--- config.mk ---
export PLATFORM = sky130hd
export DESIGN_NAME = dca_arbiter
export DESIGN_NICKNAME = d
export VERILOG_FILES = /design/src/rtl/dca_pkg.sv /design/src/rtl/dca_link.sv /design/src/rtl/dca_ctrl.sv /design/src/rtl/dca_arbiter.sv
export SDC_FILE = /design/constraint.sdc
export NUM_CORES = 1
export LEC_CHECK = 0
export ABC_CLOCK_PERIOD_IN_PS = 1750
export CAP_MARGIN = 20
export CORE_UTILIZATION = 33
export DETAILED_ROUTE_END_ITERATION = 6
export PLACE_DENSITY_LB_ADDON = 0.3
export SLEW_MARGIN = 30
export SYNTH_ARGS = -nofsm -noshare
export SYNTH_HDL_FRONTEND = slang
export SYNTH_SLANG_ARGS = --single-unit
export TNS_END_PERCENT = 5
--- constraint.sdc ---
create_clock -name clk -period 1.75 [get_ports clk]
set_input_delay 0.35 -clock clk [delete_from_list [all_inputs] [get_ports clk]]
set_output_delay 0.35 -clock clk [all_outputs]
set_load 0.005 [all_outputs]
--- src/rtl/dca_pkg.sv ---
package dca_pkg;
  // Width of a device index for a chain of n devices (at least one bit).
  function automatic int src_width(input int n);
    return (n > 1) ? $clog2(n) : 1;
  endfunction
endpackage

--- src/rtl/dca_link.sv ---
// One cell of the grant chain: keeps the grant for its own device or
// forwards it downstream. A cell served in the current pass skips while
// anything further down the chain is still asking.
module dca_link (
  input  logic clk,
  input  logic rst_n,
  input  logic gnt_in,
  input  logic req,
  input  logic down_req,
  input  logic commit,
  input  logic wrap,
  output logic gnt_out,
  output logic take
);
  logic skip_q;

  assign take    = gnt_in && req && !(skip_q && down_req);
  assign gnt_out = gnt_in && !take;

  always_ff @(posedge clk) begin
    if (!rst_n)                skip_q <= 1'b0;
    else if (!req)             skip_q <= 1'b0;
    else if (commit && take)   skip_q <= !wrap;
    else if (commit && wrap)   skip_q <= 1'b0;
  end

  // A dropped request always leaves the cell free to win.
  assert_skip_drop_R6: assert property (@(posedge clk) disable iff (!rst_n)
    !req |=> (!skip_q || req));
endmodule

--- src/rtl/dca_ctrl.sv ---
// Central controller: issues the chain grant when the memory port is open
// and holds one word on the port per memory cycle.
module dca_ctrl #(
  parameter int N_DEV  = 4,
  parameter int ADDR_W = 8,
  parameter int DATA_W = 16,
  parameter int SRC_W  = 2
) (
  input  logic                     clk,
  input  logic                     rst_n,
  input  logic                     any_req,
  input  logic [N_DEV-1:0]         take,
  input  logic [N_DEV*ADDR_W-1:0]  dev_addr,
  input  logic [N_DEV*DATA_W-1:0]  dev_data,
  input  logic                     mem_ready,
  output logic                     grant_root,
  output logic                     mem_valid,
  output logic [ADDR_W-1:0]        mem_addr,
  output logic [DATA_W-1:0]        mem_data,
  output logic [SRC_W-1:0]         mem_src
);
  logic              busy_q;
  logic              port_open;
  logic [ADDR_W-1:0] sel_addr;
  logic [DATA_W-1:0] sel_data;
  logic [SRC_W-1:0]  sel_src;

  assign port_open  = !busy_q || mem_ready;
  assign grant_root = port_open && any_req;
  assign mem_valid  = busy_q;

  always_comb begin
    sel_addr = '0;
    sel_data = '0;
    sel_src  = '0;
    for (int i = 0; i < N_DEV; i++) begin
      if (take[i]) begin
        sel_addr = sel_addr | dev_addr[i*ADDR_W +: ADDR_W];
        sel_data = sel_data | dev_data[i*DATA_W +: DATA_W];
        sel_src  = sel_src  | SRC_W'(i);
      end
    end
  end

  always_ff @(posedge clk) begin
    if (!rst_n) begin
      busy_q   <= 1'b0;
      mem_addr <= '0;
      mem_data <= '0;
      mem_src  <= '0;
    end else if (grant_root) begin
      busy_q   <= 1'b1;
      mem_addr <= sel_addr;
      mem_data <= sel_data;
      mem_src  <= sel_src;
    end else if (mem_ready) begin
      busy_q   <= 1'b0;
    end
  end

  assert_hold_word_R7: assert property (@(posedge clk) disable iff (!rst_n)
    (mem_valid && !mem_ready) |=>
      (mem_valid && $stable(mem_addr) && $stable(mem_data) && $stable(mem_src)));

  assert_idle_drop_R9: assert property (@(posedge clk) disable iff (!rst_n)
    (port_open && !any_req) |=> !mem_valid);
endmodule

--- src/rtl/dca_arbiter.sv ---
module dca_arbiter
  import dca_pkg::*;
#(
  parameter int N_DEV  = 4,
  parameter int ADDR_W = 8,
  parameter int DATA_W = 16,
  localparam int SRC_W = src_width(N_DEV)
) (
  input  logic                     clk,
  input  logic                     rst_n,
  input  logic [N_DEV-1:0]         dev_valid,
  input  logic [N_DEV*ADDR_W-1:0]  dev_addr,
  input  logic [N_DEV*DATA_W-1:0]  dev_data,
  output logic [N_DEV-1:0]         dev_ready,
  output logic                     mem_valid,
  output logic [ADDR_W-1:0]        mem_addr,
  output logic [DATA_W-1:0]        mem_data,
  output logic [SRC_W-1:0]         mem_src,
  input  logic                     mem_ready
);
  logic [N_DEV:0]   gnt;
  logic [N_DEV-1:0] take;
  logic [N_DEV-1:0] down_req;
  logic             any_req;
  logic             grant_root;
  logic             wrap;

  // Wired-OR request line.
  assign any_req = |dev_valid;

  // Requests strictly below each cell in the chain.
  assign down_req[N_DEV-1] = 1'b0;
  for (genvar i = 0; i < N_DEV - 1; i++) begin : g_down
    assign down_req[i] = down_req[i+1] | dev_valid[i+1];
  end

  // The winner ends the pass when nobody below it is asking.
  assign wrap = |(take & ~down_req);

  assign gnt[0] = grant_root;
  for (genvar i = 0; i < N_DEV; i++) begin : g_link
    dca_link u_link (
      .clk      (clk),
      .rst_n    (rst_n),
      .gnt_in   (gnt[i]),
      .req      (dev_valid[i]),
      .down_req (down_req[i]),
      .commit   (grant_root),
      .wrap     (wrap),
      .gnt_out  (gnt[i+1]),
      .take     (take[i])
    );
  end

  assign dev_ready = take;

  dca_ctrl #(
    .N_DEV  (N_DEV),
    .ADDR_W (ADDR_W),
    .DATA_W (DATA_W),
    .SRC_W  (SRC_W)
  ) u_ctrl (
    .clk        (clk),
    .rst_n      (rst_n),
    .any_req    (any_req),
    .take       (take),
    .dev_addr   (dev_addr),
    .dev_data   (dev_data),
    .mem_ready  (mem_ready),
    .grant_root (grant_root),
    .mem_valid  (mem_valid),
    .mem_addr   (mem_addr),
    .mem_data   (mem_data),
    .mem_src    (mem_src)
  );

  assert_one_grant_R2: assert property (@(posedge clk) disable iff (!rst_n)
    ((|dev_valid) && (!mem_valid || mem_ready)) |-> ($countones(dev_ready) == 1));

  assert_grant_valid_R2: assert property (@(posedge clk) disable iff (!rst_n)
    $onehot0(dev_ready) && ((dev_ready & ~dev_valid) == '0));

  assert_stall_no_grant_R7: assert property (@(posedge clk) disable iff (!rst_n)
    (mem_valid && !mem_ready) |-> (dev_ready == '0));

  assert_word_follows_R4: assert property (@(posedge clk) disable iff (!rst_n)
    (|dev_ready) |=> mem_valid);

  assert_rerequest_R6: assert property (@(posedge clk) disable iff (!rst_n)
    ((!mem_valid || mem_ready) && dev_valid[0] && !$past(dev_valid[0])) |-> dev_ready[0]);
endmodule

==> metrics.yaml <==
status: "finished, violations left"
violations: "negative setup slack"
p_total_w: 0.00221
wirelength_um: 8690
end_kind: "output pin"
place_congestion: 0.859
grt_pass1_vias: 2641
ir_worst_vdd_v: 0.000347
grt_pass1_wl_um: 12900
rows: 28
vias: 2827
gr-total-overflow: 0
vias_per_cell: 5.87
worstSkewPairLatency_ns: 0.28
skew_ns: 0.00817
fp.dieH_um: 82.1
synth_nets: 371
synth_edf_count: 0
layout_min_cycle_time_ns: 1.84
final_common_cell: "clkdlybuf4s50_1"
powerDensity_mw_per_mm2: 588
fin_ws_ns: -0.0879
fmax_mhz: 544
cts_made_buffers: 5
period_share_pct: 105
seq_area_frac_synth_pct: 28.4
ioPinCount: 134
grt_max_degree: 31
antenna_found_initial: 0
crit_fanout: 2
critPathLaunchType: "register"
arrival_ns: 1.49
drt_iter0_markers: 141
cts.path.max_buffers: 2
synth.cell_area_mm2: 0.00212
coreArea_mm2: 0.00606
rsz0062_at_grt: "yes"
drive_gt1_share_pct: 15.2
die_area_mm2: 0.00674
yosys_warnings: 0
diodes: 0
ys_types: 33
slew_viol_final: 0
dp.cells: 472
drc: 0
hold_class: "reg -> reg"
finalInstanceArea_mm2: 0.00376
hold_ws_ns: 0.521
worstPathRequired_ns: 1.40
final_cell_mix: "124 x clkdlybuf4s50_1, 48 x a31oi_1, 48 x nand3_1"
cts_max_level: 2
drt_pass1_iterations: 4
utilization_pct: 62.1
wl_per_cell_um: 18.0
hpwl_um: 5860
worstMarginPinSlew_ns: 0.631
path_clk_slew_ns: 0.07
yosys_most_used_dff: "dfxtp_1"
cts_root_buffer: "clkbuf_8"
clock-sinks: 30
crit_type: "reg -> out"
grt_usage_pct: 25.5
nNetsFinal: 511
slew_headroom_pct: 57.8
setup_viol: 3
ys_ff_latch: 30
cts_hold_buf: 0
fin_cells: 482
initial_utilization_pct: 34.9
ant_nets: 0
synth-async-reset-ratio_pct: 0
dieWidth_um: 82.1
hold_viol: 0
syn_to_final_growth_pct: 77.8
cts_tree: "yes"
place_area_mm2: 0.00360
leakagePower_nw: 1.35
port_buffers: 133
syn_inst: 268
fillers: 529
cap_viol_max_count: 0
avgSynthCellArea_um2: 7.90
[final timing paths]
path                                               from                       to  depth (start not counted)  slack, ns
worst max-delay path                   u_ctrl.mem_valid             dev_ready[2]                          4      -0.09
worst min-delay path                 u_ctrl.mem_data[6]       u_ctrl.mem_data[6]                          2       0.52
worst max register to register  g_link[0].u_link.skip_q  g_link[1].u_link.skip_q                          7       0.11
worst min register to register       u_ctrl.mem_data[6]       u_ctrl.mem_data[6]                          2       0.52
[metal layers]
| metal | part of all wire [%] | routed length, um | GRT usage (%) | up-vias |
|---|---|---|---|---|
| met2 | 49 | 4230 | 45.9 | 149 |
| li1 | - | - | - | 1329 |
| met4 | 1.3 | 111 | 8.77 | 0 |
| met5 | 0 | 0 | 0 | - |
| met1 | 40 | 3490 | 29.5 | 1335 |
| met3 | 9.8 | 847 | 5.60 | 14 |
[through the flow]
stage          TNS [ns]  worst slack, ns
6_report         -0.213          -0.0879
4_1_cts          -0.272           -0.104
3_3_place_gp     -18.96           -0.715
3_5_place_dp     -20.65           -0.724
2_1_floorplan         0           0.0105
5_1_grt          -0.359           -0.127
[layout make-up]
cell class | instances | area, um^2 | share of cell area [%]
tap | 75 | 93.8 | 2.49
sequential | 30 | 603 | 16.0
multi-input combinational | 204 | 1390 | 36.8
clock buffer | 6 | 82.6 | 2.19
inverter | 1 | 3.75 | 0.0997
timing repair buffer | 166 | 1600 | 42.4
[sequential cells by signal, summed over array words and instances (netlist names)]
register and flops:
u_ctrl.mem_addr 8, u_ctrl.mem_src 2, u_ctrl.mem_valid 1, u_ctrl.mem_data 16
g_link.u_link.skip_q 3
[cells in the mapped netlist, types with 2 or more instances]
master    instances  area, um^2
buf_4             5        37.5
o31a_1            2        17.5
clkbuf_1         15        56.3
a31oi_1          48         300
buf_2            10        50.1
nand3_1          48         240
nor2b_1           2        12.5
nor3_1            2        10.0
nor2b_4           2        27.5
a221o_1          24         240
nand2b_1         25         156
dfxtp_1          30         601
nand2_1           2        7.51
buf_6             2        22.5
buf_1             2        7.51
nor2_1            2        7.51
o21ai_0          27         135
and2_1            3        18.8
o21a_1            2        15.0
a21oi_1           2        10.0
[report_power, final]
part / total (W) / switching [W] / internal, W
clock: 0.000570 / 0.000266 / 0.000303
combinational: 0.000860 / 0.000348 / 0.000513
sequential: 0.000783 / 0.0000349 / 0.000748
[timing repair]
item / 4_1_cts / 5_1_grt
endpoints found under the setup margin: 32 / 27
gates resized for setup: 29 / 14
pin swaps: 5 / 5
buffers inserted: 0 / 3
gates cloned: 1 / 0
[critical path: stages, from the launching register on]
cell     delay [ns]
dfxtp_2        0.32
nor2b_4        0.13
or4_4          0.52
a21oi_2        0.11
buf_2          0.12
[cell families (layout without fill, tap and decap cells)]
logic type	after synthesis	count (layout)	synth area share [%]
compound gates	110	110	36.8
buf+inv	35	173	8.39
flops	30	30	28.4
mux	1	1	0.473
simple gates	92	93	26.0
(Power assumes the default switching activity.)
